**config.mk**
```make
export PLATFORM = sky130hd
export DESIGN_NAME = flash_mm_bridge
export DESIGN_NICKNAME = d
export VERILOG_FILES = /design/src/rtl/smb_pkg.sv /design/src/rtl/smb_shift.sv /design/src/rtl/smb_seq.sv /design/src/rtl/flash_mm_bridge.sv
export SDC_FILE = /design/constraint.sdc
export NUM_CORES = 1
export LEC_CHECK = 0
export BUFFER_PORTS_ARGS = -buffer_cell sky130_fd_sc_hd__buf_2
export CAP_MARGIN = 20
export CORE_UTILIZATION = 59
export DETAILED_ROUTE_END_ITERATION = 16
export PLACE_DENSITY_LB_ADDON = 0.3
export SETUP_SLACK_MARGIN = 0.15
export SYNTH_ARGS = -nofsm -noshare
export SYNTH_HDL_FRONTEND = slang
export SYNTH_SLANG_ARGS = --single-unit
export TNS_END_PERCENT = 5
```
**constraint.sdc**
```tcl
create_clock -name clk -period 5.2 [get_ports clk]
set_input_delay 1.04 -clock clk [delete_from_list [all_inputs] [get_ports clk]]
set_output_delay 1.04 -clock clk [all_outputs]
set_load 0.01 [all_outputs]
```
**src/rtl/smb_pkg.sv**
```systemverilog
package smb_pkg;

  localparam logic [7:0] OP_READ  = 8'h03;
  localparam logic [7:0] OP_FAST  = 8'h0B;
  localparam logic [7:0] OP_PROG  = 8'h02;
  localparam logic [7:0] DUMMY_TX = 8'h00;

  localparam int ADDR_BYTES = 3;
  localparam int FA_W       = 8 * ADDR_BYTES;

  typedef enum logic [1:0] {
    ST_IDLE,
    ST_XFER,
    ST_OPEN,
    ST_RESP
  } seq_state_e;

  // number of set bits in a lane mask (up to 16 lanes)
  function automatic logic [4:0] count_set(input logic [15:0] v);
    logic [4:0] r;
    r = '0;
    for (int i = 0; i < 16; i++) r = r + {4'd0, v[i]};
    return r;
  endfunction

  // index of the lowest set bit of a lane mask
  function automatic logic [3:0] low_set(input logic [15:0] v);
    logic [3:0] r;
    r = '0;
    for (int i = 15; i >= 0; i--) if (v[i]) r = 4'(i);
    return r;
  endfunction

endpackage

```
**src/rtl/smb_shift.sv**
```systemverilog
module smb_shift #(
  parameter int WORD_W = 8
) (
  input  logic              clk,
  input  logic              rst_n,
  input  logic              start,
  input  logic [WORD_W-1:0] tx_word,
  input  logic              miso,
  output logic              busy,
  output logic              done,
  output logic [WORD_W-1:0] rx_word,
  output logic              sck,
  output logic              mosi
);
  localparam int PH_N = 2 * WORD_W;
  localparam int PH_W = $clog2(PH_N);

  logic [WORD_W-1:0] sh_q, rx_q;
  logic [PH_W-1:0]   ph_q;
  logic              busy_q, sck_q, done_q;

  always_ff @(posedge clk or negedge rst_n) begin
    if (!rst_n) begin
      sh_q   <= '0;
      rx_q   <= '0;
      ph_q   <= '0;
      busy_q <= 1'b0;
      sck_q  <= 1'b0;
      done_q <= 1'b0;
    end else begin
      done_q <= 1'b0;
      if (start && !busy_q) begin
        busy_q <= 1'b1;
        sh_q   <= tx_word;
        ph_q   <= '0;
        sck_q  <= 1'b0;
      end else if (busy_q) begin
        if (!ph_q[0]) begin
          sck_q <= 1'b1;                       // rising edge: flash samples
        end else begin
          sck_q <= 1'b0;                       // falling edge: sample, shift
          sh_q  <= {sh_q[WORD_W-2:0], 1'b0};
          rx_q  <= {rx_q[WORD_W-2:0], miso};
        end
        ph_q <= ph_q + 1'b1;
        if (ph_q == PH_W'(PH_N - 1)) begin
          busy_q <= 1'b0;
          done_q <= 1'b1;
        end
      end
    end
  end

  assign busy    = busy_q;
  assign done    = done_q;
  assign rx_word = rx_q;
  assign sck     = sck_q;
  assign mosi    = sh_q[WORD_W-1];

endmodule

```
**src/rtl/smb_seq.sv**
```systemverilog
module smb_seq
  import smb_pkg::*;
#(
  parameter int NB     = 4,
  parameter int DATA_W = 32,
  parameter int CS_GAP = 4
) (
  input  logic                                         clk,
  input  logic                                         rst_n,
  input  logic                                         sw_mode,
  input  logic                                         wburst_mode,
  input  logic                                         fast_mode,
  input  logic [NB-1:0]                                wel_bank,
  input  logic                                         req_valid,
  output logic                                         req_ready,
  input  logic                                         req_write,
  input  logic [FA_W+$clog2(NB)-$clog2(DATA_W/8)-1:0]  req_addr,
  input  logic [DATA_W/8-1:0]                          req_be,
  input  logic [DATA_W-1:0]                            req_wdata,
  output logic                                         rsp_valid,
  input  logic                                         rsp_ready,
  output logic [DATA_W-1:0]                            rsp_data,
  output logic                                         evt_wr_done,
  output logic                                         evt_bad_write,
  output logic                                         evt_bad_access,
  output logic                                         sh_start,
  output logic [7:0]                                   sh_tx,
  input  logic                                         sh_busy,
  input  logic                                         sh_done,
  input  logic [7:0]                                   sh_rx,
  output logic                                         cs_act,
  output logic [$clog2(NB)-1:0]                        cs_bank
);
  localparam int LANES  = DATA_W / 8;
  localparam int LANE_W = $clog2(LANES);
  localparam int BANK_W = $clog2(NB);
  localparam int CNT_W  = $clog2(LANES + 1);
  localparam int GAP_W  = $clog2(CS_GAP + 1);
  localparam int HDR_MX = 1 + ADDR_BYTES + 1;
  localparam int IDX_W  = $clog2(HDR_MX + LANES + 1);
  localparam int WA_W   = FA_W + BANK_W - LANE_W;

  seq_state_e         state_q;
  logic [BANK_W-1:0]  bank_q;
  logic               write_q, fast_q, cs_q, inflight_q;
  logic [CNT_W-1:0]   n_q;
  logic [LANE_W-1:0]  lane0_q;
  logic [FA_W-1:0]    fa_q, next_fa_q;
  logic [DATA_W-1:0]  wdata_q, rdata_q;
  logic [IDX_W-1:0]   idx_q;
  logic [GAP_W-1:0]   gap_q;
  logic               wd_q, bw_q, ba_q;

  // request decode
  logic [BANK_W-1:0]  req_bank;
  logic [CNT_W-1:0]   req_n;
  logic [LANE_W-1:0]  req_lane;
  logic [FA_W-1:0]    req_fa;
  logic               gap_ok, seq_hit, accept;

  assign req_bank = req_addr[WA_W-1 -: BANK_W];
  assign req_n    = CNT_W'(count_set(16'(req_be)));
  assign req_lane = LANE_W'(low_set(16'(req_be)));
  assign req_fa   = {req_addr[FA_W-LANE_W-1:0], req_lane};
  assign gap_ok   = (gap_q >= GAP_W'(CS_GAP));

  assign seq_hit = req_valid && req_write && wburst_mode && !sw_mode &&
                   (req_bank == bank_q) && (req_fa == next_fa_q) &&
                   (req_n == n_q);

  assign req_ready = ((state_q == ST_IDLE) && gap_ok) ||
                     ((state_q == ST_OPEN) && seq_hit);
  assign accept    = req_valid && req_ready;

  // byte sequencing
  logic [IDX_W-1:0]  hdr_len, last_idx;
  logic [LANE_W-1:0] cur_lane;
  logic              in_data;

  assign hdr_len  = (!write_q && fast_q) ? IDX_W'(HDR_MX) : IDX_W'(HDR_MX - 1);
  assign last_idx = hdr_len + IDX_W'(n_q) - 1'b1;
  assign in_data  = (idx_q >= hdr_len);
  assign cur_lane = lane0_q + LANE_W'(idx_q - hdr_len);

  always_comb begin
    if (idx_q == '0) begin
      sh_tx = write_q ? OP_PROG : (fast_q ? OP_FAST : OP_READ);
    end else if (idx_q <= IDX_W'(ADDR_BYTES)) begin
      sh_tx = fa_q[8*(ADDR_BYTES - int'(idx_q)) +: 8];
    end else if (in_data && write_q) begin
      sh_tx = wdata_q[{cur_lane, 3'b000} +: 8];
    end else begin
      sh_tx = DUMMY_TX;
    end
  end

  assign sh_start = (state_q == ST_XFER) && !inflight_q && !sh_busy;

  always_ff @(posedge clk or negedge rst_n) begin
    if (!rst_n) begin
      state_q    <= ST_IDLE;
      bank_q     <= '0;
      write_q    <= 1'b0;
      fast_q     <= 1'b0;
      cs_q       <= 1'b0;
      inflight_q <= 1'b0;
      n_q        <= '0;
      lane0_q    <= '0;
      fa_q       <= '0;
      next_fa_q  <= '0;
      wdata_q    <= '0;
      rdata_q    <= '0;
      idx_q      <= '0;
      gap_q      <= '0;
      wd_q       <= 1'b0;
      bw_q       <= 1'b0;
      ba_q       <= 1'b0;
    end else begin
      wd_q <= 1'b0;
      bw_q <= 1'b0;
      ba_q <= 1'b0;

      if (cs_q)        gap_q <= '0;
      else if (!gap_ok) gap_q <= gap_q + 1'b1;

      case (state_q)
        ST_IDLE: begin
          if (accept) begin
            bank_q    <= req_bank;
            write_q   <= req_write;
            fast_q    <= fast_mode;
            n_q       <= req_n;
            lane0_q   <= req_lane;
            fa_q      <= req_fa;
            next_fa_q <= req_fa + FA_W'(req_n);
            wdata_q   <= req_wdata;
            rdata_q   <= '0;
            idx_q     <= '0;
            if (sw_mode) begin
              ba_q <= 1'b1;
              if (!req_write) state_q <= ST_RESP;
            end else if (req_write && !wel_bank[req_bank]) begin
              bw_q <= 1'b1;
            end else begin
              cs_q    <= 1'b1;
              state_q <= ST_XFER;
            end
          end
        end

        ST_XFER: begin
          if (sh_start) inflight_q <= 1'b1;
          if (sh_done) begin
            inflight_q <= 1'b0;
            if (!write_q && in_data)
              rdata_q[{cur_lane, 3'b000} +: 8] <= sh_rx;
            if (idx_q == last_idx) begin
              if (!write_q) begin
                cs_q    <= 1'b0;
                state_q <= ST_RESP;
              end else if (wburst_mode && !sw_mode) begin
                state_q <= ST_OPEN;
              end else begin
                cs_q    <= 1'b0;
                wd_q    <= 1'b1;
                state_q <= ST_IDLE;
              end
            end else begin
              idx_q <= idx_q + 1'b1;
            end
          end
        end

        ST_OPEN: begin
          if (accept) begin
            wdata_q   <= req_wdata;
            lane0_q   <= req_lane;
            next_fa_q <= next_fa_q + FA_W'(req_n);
            idx_q     <= IDX_W'(HDR_MX - 1);
            state_q   <= ST_XFER;
          end else if (!wburst_mode || sw_mode || req_valid) begin
            cs_q    <= 1'b0;
            wd_q    <= 1'b1;
            state_q <= ST_IDLE;
          end
        end

        ST_RESP: begin
          if (rsp_ready) state_q <= ST_IDLE;
        end

        default: state_q <= ST_IDLE;
      endcase
    end
  end

  assign rsp_valid      = (state_q == ST_RESP);
  assign rsp_data       = rdata_q;
  assign evt_wr_done    = wd_q;
  assign evt_bad_write  = bw_q;
  assign evt_bad_access = ba_q;
  assign cs_act         = cs_q;
  assign cs_bank        = bank_q;

endmodule

```
**src/rtl/flash_mm_bridge.sv**
```systemverilog
module flash_mm_bridge #(
  parameter int NB     = 4,
  parameter int DATA_W = 32,
  parameter int CS_GAP = 4
) (
  input  logic                                     clk,
  input  logic                                     rst_n,
  input  logic                                     sw_mode,
  input  logic                                     wburst_mode,
  input  logic                                     fast_mode,
  input  logic [NB-1:0]                            wel_bank,
  input  logic                                     req_valid,
  output logic                                     req_ready,
  input  logic                                     req_write,
  input  logic [24+$clog2(NB)-$clog2(DATA_W/8)-1:0] req_addr,
  input  logic [DATA_W/8-1:0]                      req_be,
  input  logic [DATA_W-1:0]                        req_wdata,
  output logic                                     rsp_valid,
  input  logic                                     rsp_ready,
  output logic [DATA_W-1:0]                        rsp_data,
  output logic                                     evt_wr_done,
  output logic                                     evt_bad_write,
  output logic                                     evt_bad_access,
  output logic                                     spi_sck,
  output logic [NB-1:0]                            spi_cs_n,
  output logic                                     spi_mosi,
  input  logic                                     spi_miso
);
  localparam int BANK_W = $clog2(NB);

  logic              sh_start, sh_busy, sh_done;
  logic [7:0]        sh_tx, sh_rx;
  logic              cs_act;
  logic [BANK_W-1:0] cs_bank;

  smb_seq #(
    .NB     (NB),
    .DATA_W (DATA_W),
    .CS_GAP (CS_GAP)
  ) i_seq (
    .clk            (clk),
    .rst_n          (rst_n),
    .sw_mode        (sw_mode),
    .wburst_mode    (wburst_mode),
    .fast_mode      (fast_mode),
    .wel_bank       (wel_bank),
    .req_valid      (req_valid),
    .req_ready      (req_ready),
    .req_write      (req_write),
    .req_addr       (req_addr),
    .req_be         (req_be),
    .req_wdata      (req_wdata),
    .rsp_valid      (rsp_valid),
    .rsp_ready      (rsp_ready),
    .rsp_data       (rsp_data),
    .evt_wr_done    (evt_wr_done),
    .evt_bad_write  (evt_bad_write),
    .evt_bad_access (evt_bad_access),
    .sh_start       (sh_start),
    .sh_tx          (sh_tx),
    .sh_busy        (sh_busy),
    .sh_done        (sh_done),
    .sh_rx          (sh_rx),
    .cs_act         (cs_act),
    .cs_bank        (cs_bank)
  );

  smb_shift #(
    .WORD_W (8)
  ) i_shift (
    .clk     (clk),
    .rst_n   (rst_n),
    .start   (sh_start),
    .tx_word (sh_tx),
    .miso    (spi_miso),
    .busy    (sh_busy),
    .done    (sh_done),
    .rx_word (sh_rx),
    .sck     (spi_sck),
    .mosi    (spi_mosi)
  );

  for (genvar g = 0; g < NB; g++) begin : g_cs
    assign spi_cs_n[g] = !(cs_act && (cs_bank == BANK_W'(g)));
  end

endmodule

```
==> results.yml <==
setup_path:
  cp_top_family: "simple AND/OR/NAND/NOR gates"
  cpMaxStageDelayCell: "fa_1"
  worstSetupPathType: "primary input to output pin"
  path_cells: "buf_2 -> ha_1 -> inv_1 -> fa_1 -> inv_1 -> ha_1 -> xor2_1 -> nor4_1 -> nand4_1 -> nor4_4 -> nor2_1 -> inv_1 -> buf_2"
  worstPathArrival_ns: 3.59
  end_kind: "output pin"
  required_ns: 4.16
  start_kind: "primary input"
  path_max_fanout: 5
  worst_path_most_repeated_cell: "inv_1"
  cp.buffers_inverters: 5
  slowest_delay_ns: 0.35
layout:
  final_util: 0.694
  diodes: 0
  syn_to_final_growth_pct: 14.0
  drive_above_1_share: 0.203
  nets: 1121
  nFillCells: 1120
  seq_area_sq_mm: 0.00393
  multi_input_area_sq_mm: 0.00455
power:
  p_int_mw: 3.61
  p_per_area_mw_per_mm2: 615
  sequentialPowerShare: 0.363
  p_leak_nw: 4.62
  power_mw: 6.23
  p_sw_mw: 2.62
  clkPwrFrac: 0.191
  comb_power_share: 0.446
  swShare: 0.421
  peakVddDrop_mv: 0.401
synthesis:
  synth_largest_area_cell: "dfrtp_1"
  synthTopCellsByArea: "dfrtp_1, nand2_1, mux2_2, xor2_1, mux2i_1"
  synth-seq-cells: 157
  ys.flop_type: "dfrtp_1"
  synth_top_area_share: 0.442
  synth_cell_types: 65
  yosys.area_share.simple: 0.175
  synth_xor_area_frac: 0.0581
  syn_area_sq_mm: 0.00889
  muxShareOfSynthArea: 0.111
  synth_top_family_by_area: "simple AND/OR/NAND/NOR gates"
  yosysWarningCount: 0
  synthAdderAreaFrac: 0.0383
  synth_edf_count: 0
  postSynthCellCount: 924
  synthesis.nets: 1023
  syn_avg_cell_area_sq_um: 9.62
  yosysSeqAreaShare: 0.442
  synth_compound_area_frac: 0.129
  synthArstFlopShare: 1.00
status:
  status: "complete, no violations"
worst_hold_path:
  hold_class: "flip-flop to flip-flop"
floorplanning:
  pin_count: 116
  start_util: 0.609
  die_w_um: 125
  num_rows: 44
  core-area_sq_mm: 0.0146
  die_h_um: 125
  die_area_sq_mm: 0.0156
sta:
  min_period_ns: 4.63
  skew_ns: 0.0103
  fin_crit_sh: 0.890
  setup_viol: 0
  timing.final.ws_setup_ns: 0.574
  drv_slew: 0
  tns_ns: 0
  finalHoldViolCount: 0
  max_freq_mhz: 216
  worstMarginPinSlew_ns: 0.940
  rsz0062_at_grt: "no"
  holdWs_ns: 0.471
  relSlewSlack: 0.369
job:
  cap_violations: 0
clock_tree:
  cts_tree: "done"
  cts.repair.resized: 0
  clock_latency_ns: 0.43
  root_buffer: "clkbuf_16"
  cts_hold_buf: 0
  cts_setup_buffers: 0
  htree_levels: 4
  clkSinkCount: 157
  path_clk_slew_ns: 0.06
  clockBufferDepth: 2
  cts_buffers: 17
grt:
  grt_pass1_vias: 6914
  grt_pass1_wl_um: 36100
  track_usage: 0.293
  grt_max_degree: 91
  gr-total-overflow: 0
  grt_antenna_before_repair: 0
routing:
  firstDrtPassIters: 5
  dr.first_iter.drc_count: 610
  ant_nets: 0
  wirelength_um: 21900
  vias: 7267
  drt-wirelength-per-cell_um: 18.0
  drc: 0
  viasPerCell: 5.96
placement:
  globalplace.congestion: 0.901
  dp_slack_ns: 0.581
  numPortBuffers: 115
  dp_hpwl_um: 15100
cell usage in the layout (no fill, tap or decap), types with 9 or more instances in the layout:
cell type / count
nand2_1: 177
dfrtp_1: 157
buf_2: 114
o21ai_0: 52
inv_1: 51
nor2_1: 41
xor2_1: 40
mux2i_1: 34
mux2_2: 33
a21oi_1: 33
nand3_1: 31
ha_1: 23
xnor2_1: 19
a22o_1: 18
o22ai_1: 17
clkbuf_16: 17
nand3b_1: 12
o32ai_1: 12
nor3_1: 10
nor4_1: 9
mux4_2: 9
buf_4: 9
power by group through the flow:
| stage | logic (mW) | clock network [mW] | registers [mW] |
|---|---|---|---|
| after floorplan | 2.10 | 0 | 2.11 |
| after global placement | 2.65 | 0 | 2.23 |
| after detailed placement | 2.72 | 0 | 2.26 |
| after CTS | 2.77 | 1.19 | 2.25 |
| after global routing | 3.07 | 1.25 | 2.33 |
| final | 2.78 | 1.19 | 2.26 |
through the flow:
| stage | cell area (sq um) | std cells |
|---|---|---|
| 6_report | 10100 | 1219 |
| 2_1_floorplan | 8890 | 924 |
| 5_1_grt | 10100 | 1219 |
| 4_1_cts | 10100 | 1219 |
| 3_5_place_dp | 9580 | 1187 |
| 3_3_place_gp | 9580 | 1187 |
cell type report:
cell class / instances / area share
well taps: 184 / 0.0227
multi-input cells: 668 / 0.449
clock inverters: 10 / 0.0105
flip-flops and latches: 157 / 0.388
inverters: 53 / 0.0196
clock buffers: 22 / 0.0439
repair buffers: 125 / 0.0661
registers in the layout (all words and copies together) (netlist names), 2 cells and up:
| signal | count |
|---|---|
| i_seq.cs_bank | 2 |
| i_seq.gap_q | 3 |
| i_seq.wdata_q | 32 |
| i_shift.rx_word | 8 |
| i_seq.rsp_data | 32 |
| i_shift.sh_q | 8 |
| i_seq.lane0_q | 2 |
| i_seq.next_fa_q | 24 |
| i_seq.state_q | 2 |
| i_seq.idx_q | 4 |
| i_shift.ph_q | 4 |
| i_seq.n_q | 3 |
| i_seq.fa_q | 24 |
worst reg2reg max path: stages (launching register included):
cell      delay (ns)
dfrtp_1         0.51
nand2b_1        0.24
inv_1           0.09
ha_1            0.27
inv_1           0.04
ha_1            0.85
inv_1           0.16
ha_1            0.24
nor2_1          0.20
nand2_1         0.08
nor3_1          0.75
nand2_1         0.16
mux2i_1         0.19
path summary, 6_finish.rpt:
check	start	to	slack, ns	depth (start not counted)
max in group asynchronous	rst_n	i_seq.wdata_q[0]$_DFFE_PN0P_	3.47	2
max	req_be[0]	req_ready	0.57	13
min	i_seq.wdata_q[29]$_DFFE_PN0P_	i_seq.wdata_q[29]$_DFFE_PN0P_	0.47	2
max reg2reg	i_seq.write_q$_DFFE_PN0P_	i_seq.rsp_data[25]$_DFFE_PN0P_	1.34	12
min reg2reg	i_seq.wdata_q[29]$_DFFE_PN0P_	i_seq.wdata_q[29]$_DFFE_PN0P_	0.47	2
min in group asynchronous	rst_n	i_seq.gap_q[2]$_DFFE_PN0P_	0.69	1
synth_stat cells (5+ instances only):
library cell / number
nand2_1: 177
dfrtp_1: 157
o21ai_0: 52
inv_1: 51
nor2_1: 41
xor2_1: 40
mux2i_1: 34
a21oi_1: 33
mux2_2: 33
nand3_1: 31
ha_1: 24
clkbuf_1: 23
xnor2_1: 19
a22o_1: 18
o22ai_1: 17
buf_2: 12
nand3b_1: 12
o32ai_1: 12
nor3_1: 10
mux4_2: 9
nor4_1: 9
nand4_1: 8
mux2_1: 6
and2_1: 5
buf_1: 5
nand2b_1: 5
nor2b_1: 5
cell families after synthesis:
| family | after synthesis |
|---|---|
| and+or+nand+nor | 329 |
| AOI/OAI and AO/OA | 172 |
| DFF | 157 |
| buffers and inverters | 99 |
| muxes | 82 |
| xor gates and xnor gates | 59 |
| adders and majority gates | 26 |
per-layer routing:
metal	global-route usage	routed length, um	vias to the layer above
met5	0	0	-
met2	0.458	10300	255
met3	0.0421	1180	28
li1	-	-	3428
met1	0.426	10100	3556
met4	0.0872	315	0
Note: power is estimated with default switching activity, not from simulation.
